[src/rtl/mbx_pkg.sv]
package mbx_pkg;
  localparam int CTL_W     = 7;
  localparam int CTL_HIRQ  = 0;
  localparam int CTL_PIRQ  = 1;
  localparam int CTL_AUX   = 2;
  localparam int CTL_ALERT = 3;
  localparam int CTL_PAIR  = 4;
  localparam int CTL_SPARE = 5;
  localparam int CTL_FLUSH = 6;
  localparam int WR_SEL    = CTL_W;   // set/clear selector bit of a write
  typedef logic [CTL_W-1:0] ctl_t;
endpackage

[src/rtl/mbx_ctrl.sv]
module mbx_ctrl
  import mbx_pkg::*;
(
  input  logic          clk,
  input  logic          rst_n,
  input  logic          wr_en,
  input  logic [CTL_W:0] wr_data,
  output ctl_t          bits,
  output logic          flush
);
  ctl_t bits_q, bits_d;

  always_comb begin
    bits_d = bits_q;
    if (wr_en) begin
      if (wr_data[WR_SEL]) bits_d = bits_q | wr_data[CTL_W-1:0];
      else                 bits_d = bits_q & ~wr_data[CTL_W-1:0];
    end
    // flush lives for one cycle only
    if (bits_q[CTL_FLUSH]) bits_d[CTL_FLUSH] = 1'b0;
  end

  always_ff @(posedge clk or negedge rst_n) begin
    if (!rst_n) bits_q <= '0;
    else        bits_q <= bits_d;
  end

  assign bits  = bits_q;
  assign flush = bits_q[CTL_FLUSH];
endmodule

[src/rtl/mbx_path.sv]
module mbx_path #(
  parameter int                 DATA_W      = 8,
  parameter bit                 PRELOAD_EN  = 1'b0,
  parameter logic [DATA_W-1:0]  PRELOAD_VAL = '0
) (
  input  logic              clk,
  input  logic              rst_n,
  input  logic              flush,
  input  logic              pair_mode,
  input  logic              in_valid,
  output logic              in_ready,
  input  logic [DATA_W-1:0] in_data,
  output logic              out_valid,
  input  logic              out_ready,
  output logic [DATA_W-1:0] out_data,
  output logic              empty
);
  localparam int DEPTH = 2;
  localparam int PTR_W = $clog2(DEPTH);
  localparam int CNT_W = $clog2(DEPTH + 1);
  localparam logic [CNT_W-1:0] CNT_INIT = PRELOAD_EN ? CNT_W'(1) : '0;
  localparam logic [PTR_W-1:0] WP_INIT  = PRELOAD_EN ? PTR_W'(1) : '0;
  localparam logic [CNT_W-1:0] CNT_ONE  = CNT_W'(1);
  localparam logic [CNT_W-1:0] CNT_FULL = CNT_W'(DEPTH);

  logic [DATA_W-1:0] slot [DEPTH];
  logic [PTR_W-1:0]  wp, rp;
  logic [CNT_W-1:0]  cnt;
  logic              pair_full;
  logic [DATA_W-1:0] last_q;
  logic              push, pop;

  // single-byte mode: one byte of capacity; pair mode: fill a pair, then drain it
  assign in_ready  = pair_mode ? (!pair_full && cnt != CNT_FULL) : (cnt == '0);
  assign out_valid = pair_mode ? pair_full : (cnt != '0);
  assign push      = in_valid  && in_ready  && !flush;
  assign pop       = out_valid && out_ready && !flush;
  assign empty     = (cnt == '0);
  assign out_data  = out_valid ? slot[rp] : last_q;

  always_ff @(posedge clk or negedge rst_n) begin
    if (!rst_n) begin
      cnt <= CNT_INIT; wp <= WP_INIT; rp <= '0; pair_full <= 1'b0;
    end else if (flush) begin
      cnt <= CNT_INIT; wp <= WP_INIT; rp <= '0; pair_full <= 1'b0;
    end else begin
      if (push) begin
        wp  <= wp + 1'b1;
        cnt <= cnt + 1'b1;
        if (cnt == CNT_ONE) pair_full <= 1'b1;
      end
      if (pop) begin
        rp  <= rp + 1'b1;
        cnt <= cnt - 1'b1;
        if (cnt == CNT_ONE) pair_full <= 1'b0;
      end
    end
  end

  always_ff @(posedge clk or negedge rst_n) begin
    if (!rst_n)   last_q <= '0;
    else if (pop) last_q <= slot[rp];
  end

  for (genvar g = 0; g < DEPTH; g++) begin : g_slot
    localparam bool_t_dummy = 0;
    localparam logic [DATA_W-1:0] INIT = (PRELOAD_EN && g == 0) ? PRELOAD_VAL : '0;
    always_ff @(posedge clk or negedge rst_n) begin
      if (!rst_n)                            slot[g] <= INIT;
      else if (flush && PRELOAD_EN && g == 0) slot[g] <= PRELOAD_VAL;
      else if (push && wp == PTR_W'(g))      slot[g] <= in_data;
    end
  end
endmodule

[src/rtl/duplex_pair_mailbox.sv]
module duplex_pair_mailbox
  import mbx_pkg::*;
#(
  parameter int                DATA_W       = 8,
  parameter logic [DATA_W-1:0] PRELOAD_BYTE = '0
) (
  input  logic              clk,
  input  logic              rst_n,
  input  logic              ctl_wr_en,
  input  logic [7:0]        ctl_wr_data,
  output logic [6:0]        ctl_bits,
  input  logic              h2p_in_valid,
  output logic              h2p_in_ready,
  input  logic [DATA_W-1:0] h2p_in_data,
  output logic              h2p_out_valid,
  input  logic              h2p_out_ready,
  output logic [DATA_W-1:0] h2p_out_data,
  input  logic              p2h_in_valid,
  output logic              p2h_in_ready,
  input  logic [DATA_W-1:0] p2h_in_data,
  output logic              p2h_out_valid,
  input  logic              p2h_out_ready,
  output logic [DATA_W-1:0] p2h_out_data,
  output logic              par_nmi
);
  ctl_t bits;
  logic flush, pair_mode, p2h_empty, h2p_empty, p2h_room;

  mbx_ctrl u_ctrl (
    .clk, .rst_n, .wr_en(ctl_wr_en), .wr_data(ctl_wr_data),
    .bits(bits), .flush(flush)
  );

  assign pair_mode = bits[CTL_PAIR];
  assign ctl_bits  = bits;

  mbx_path #(.DATA_W(DATA_W), .PRELOAD_EN(1'b0), .PRELOAD_VAL('0)) u_h2p (
    .clk, .rst_n, .flush, .pair_mode,
    .in_valid(h2p_in_valid), .in_ready(h2p_in_ready), .in_data(h2p_in_data),
    .out_valid(h2p_out_valid), .out_ready(h2p_out_ready), .out_data(h2p_out_data),
    .empty(h2p_empty)
  );

  // placeholder byte keeps the parasite alert quiet after reset and flush
  mbx_path #(.DATA_W(DATA_W), .PRELOAD_EN(1'b1), .PRELOAD_VAL(PRELOAD_BYTE)) u_p2h (
    .clk, .rst_n, .flush, .pair_mode,
    .in_valid(p2h_in_valid), .in_ready(p2h_in_ready), .in_data(p2h_in_data),
    .out_valid(p2h_out_valid), .out_ready(p2h_out_ready), .out_data(p2h_out_data),
    .empty(p2h_empty)
  );

  assign p2h_room = pair_mode ? p2h_empty : p2h_in_ready;
  assign par_nmi  = bits[CTL_ALERT] && (h2p_out_valid || p2h_room);
endmodule

[config.mk]
export PLATFORM = sky130hd
export DESIGN_NAME = duplex_pair_mailbox
export DESIGN_NICKNAME = d
export VERILOG_FILES = /design/src/rtl/mbx_pkg.sv /design/src/rtl/mbx_ctrl.sv /design/src/rtl/mbx_path.sv /design/src/rtl/duplex_pair_mailbox.sv
export SDC_FILE = /design/constraint.sdc
export NUM_CORES = 1
export LEC_CHECK = 0
export BUFFER_PORTS_ARGS = -buffer_cell sky130_fd_sc_hd__buf_2
export CAP_MARGIN = 0
export CORE_MARGIN = 4
export CORE_UTILIZATION = 55
export DETAILED_ROUTE_END_ITERATION = 16
export GPL_TIMING_DRIVEN = 0
export MAX_ROUTING_LAYER = met4
export PLACE_DENSITY = 0.79
export SYNTH_ARGS = -nofsm -noshare
export SYNTH_HDL_FRONTEND = slang
export SYNTH_SLANG_ARGS = --single-unit
[constraint.sdc]
create_clock -name clk -period 2.5 [get_ports clk]
set_input_delay 0.5 -clock clk [delete_from_list [all_inputs] [get_ports clk]]
set_output_delay 0.5 -clock clk [all_outputs]
set_load 0.02 [all_outputs]
==> run metrics <==
DRC Markers=0; post-route cell area=around 0.0040 mm2; Placed Cells incl. Taps=between 400 and 500; ys flop type=dfrtp_1; Core Footprint=0.00554 mm2; NumNets Final=just under 400; clock share of power=between 10% and 20%; WHS=roughly 0.24 ns; WL final=slightly above 7 mm; Area contributors post-synth=dfrtp_1, mux2i_1, mux2_2; Worst IR Drop VDD=about 0.84 mV; crit start category=flop; syn_nets=around 310; RSZ-0062 raised after global routing=yes; commonest cells in the netlist=dfrtp_1, mux2i_1, nor2_1, mux2_2, a21oi_1; Ys Warns=0; total track usage=a little over a fifth; CTS Buf Count=9; Max Slew Vio Count=0; reg2reg start=u_p2h.cnt[0]$_DFFE_PN1P_; first-pass GRT wire length=approximately 12 mm; CP required=about 2.0 ns; Layout fillers=415; area leader, netlist=dfrtp_1; antenna-violating nets left=0; clk sinks=65; pre-CTS setup slack=-0.103 ns; Slew @ Worst Pin=~0.8 ns; Post-Synthesis Cells=roughly 280; post-detail-place hpwl=between 4 and 5 mm; vias per cell=approximately 5.5; fin crit period=~2.5 ns; sequential power share=around a third; Worst Skew=around 0.0065 ns; asr flop ratio synth=between 90% and 100%; #FFs+latches synth=65; Power Total=around 5.5 mW; port buffer count=58; kind of critical path=reg -> out; TritonRoute pass-1 iters=4; cell area after synthesis=around 0.0032 mm2; final setup TNS=0 ns; Vias=roughly 2.4k; CTS tree=yes; Cell Rows=27; I/O Pins=between 50 and 60; Placer Congestion=0.869; post-layout util=71.7%; period utilization=~100%; worst skew pair latency=0.34 ns; CP startpoint=u_p2h.cnt[0]$_DFFE_PN1P_; largest net degree at the start of global routing=66; Initial Util=roughly 57%; die width=between 80 and 90 um; # setup viols final=0; crit-path max FO=4; dpl cell area=about 0.0035 mm2; most common cell in the netlist=dfrtp_1; Clk pin slew, worst setup/hold paths=about 0.070 ns; vias in the first global route=around 2.5k; Fmax=403 MHz; initial antenna violation count=0; layout cell share with drive strength beyond 1=~41%; H-tree depth=3; pwr dens=1380 mW/mm2; Comb pwr share=between 40% and 50%; CTS Hold Bufs=0; Post-synth EDFFs=0; Bufs on Longest Clock Path=2; HP Class=in -> async; sw frac=37.9%; Wirelength per Cell=approximately 16 um; max cap viols=0; Die Height=83.9 um; post-route non-filler standard cell count=between 400 and 500; synth unique cells=42; DRT iter0 DRCs=91; CP Data Arrival Time=around 2.0 ns; global route overflow=0; Hold Vio Cnt, Final=0; Die ar.=around 0.007 mm2; # diodes=0; mean area per synthesized cell=11.5 um2; Synth-to-Final Area Change=25.5%; top-area cell type share of the netlist area=49.8%; Leak=1.96 nW; crit path capture type=output pin; root buffer cell=clkbuf_8; Int Power=around 3.4 mW; Seq/Total Area, Yosys=between 50% and 60%; outcome=finished, final reports clean; final setup margin=roughly 0.021 ns; max_slew headroom=approximately 46%; Net Sw Power=~2.1 mW
-- layer usage --
layer	global-route usage, %	vias to the layer above	wire length [um]
li1	-	1114	-
met1	26.2	1170	3010
met2	35.8	58	3660
met3	3.85	15	284
met4	9.36	0	128
met5	-	-	0
-- power by group through the flow --
stage,clock [mW],combinational (mW),sequential (mW)
3_3_place_gp,0,2.25,1.77
4_1_cts,1.03,2.45,1.78
6_report,1.02,2.67,1.79
2_1_floorplan,0,1.72,1.74
3_5_place_dp,0,2.32,1.79
5_1_grt,1.08,2.94,1.85
-- layout by cell type, fill, tap and decap left out, types with 2 or more instances in the layout --
master     count
a21oi_1       14
a21oi_2        6
a311oi_1       2
a31o_2         2
a31oi_1        2
and3_1         2
buf_2         50
buf_4         17
buf_6          5
bufinv_16      2
clkbuf_1       8
clkbuf_8      12
dfrtp_1       63
dfstp_2        2
ha_1           5
inv_1         13
mux2_2        22
mux2_4         8
mux2i_1       32
nand2_1       11
nand3b_2       2
nor2_1        22
nor2_2         6
nor2b_1        2
o21a_1         3
o21ai_0       11
o31ai_1        8
xor2_1         2
-- what timing repair did --
item                                    4_1_cts  5_1_grt
hold endpoints to repair                      0        0
setup buffers                                 2        7
pin swaps                                     0        1
resized for setup                            15       20
endpoints found under the setup margin       18       17
gates cloned                                  1        0
-- flip-flops by register name, summed over array words and instances, names as in the netlist, named ones only --
name,flops
u_ctrl.bits,1
u_h2p.cnt,2
u_h2p.last_q,8
u_h2p.pair_full,1
u_h2p.rp,1
u_h2p.slot,16
u_h2p.wp,1
u_p2h.cnt,2
u_p2h.last_q,8
u_p2h.pair_full,1
u_p2h.rp,1
u_p2h.slot,16
u_p2h.wp,1
-- kinds of logic (layout without fill, tap and decap cells) --
| group | count (synthesis) | after routing | synth area share [%] |
|---|---|---|---|
| adder cells (fa/ha/maj) | 6 | 6 | 2.37 |
| AO/OA/AOI/OAI | 52 | 52 | 10.1 |
| AND/OR/NAND/NOR | 57 | 57 | 9.13 |
| flip-flops | 65 | 65 | 51.5 |
| multiplexers | 62 | 62 | 21.7 |
| XOR/XNOR | 3 | 3 | 0.830 |
| buffers and inverters | 30 | 112 | 4.39 |
-- worst max-delay path: stages, from the launching register on --
cell and delay [ns]:
dfstp_2 0.56, inv_4 0.05, ha_4 0.15, nor2b_4 0.13
a21oi_4 0.23, buf_6 0.16, nor2_1 0.05, a21oi_2 0.15
buf_6 0.14
-- worst paths after layout --
| path | to | slack [ns] | cells past startpoint |
|---|---|---|---|
| max | p2h_out_data[0] | 0.02 | 8 |
| min | u_p2h.pair_full$_DFF_PN0_ | 0.24 | 1 |
| max reg2reg | u_p2h.last_q[3]$_DFFE_PN0N_ | 0.26 | 7 |
| min reg2reg | flop | 0.50 | 1 |
| max in group asynchronous | async pin | 1.71 | 1 |
| min in group clk | u_p2h.pair_full$_DFF_PN0_ | 0.39 | 2 |
-- area by class of cell --
cell class,count,area (um2),area share [%]
Multi-Input combinational cell,180,1460,36.8
Clock buffer,13,169,4.25
Inverter,14,55.1,1.39
Timing Repair Buffer,68,412,10.4
Buffer,15,95.1,2.39
Clock inverter,2,60.1,1.51
Sequential cell,65,1630,41.0
Tap cell,72,90.1,2.27
(Power assumes the default switching activity.)
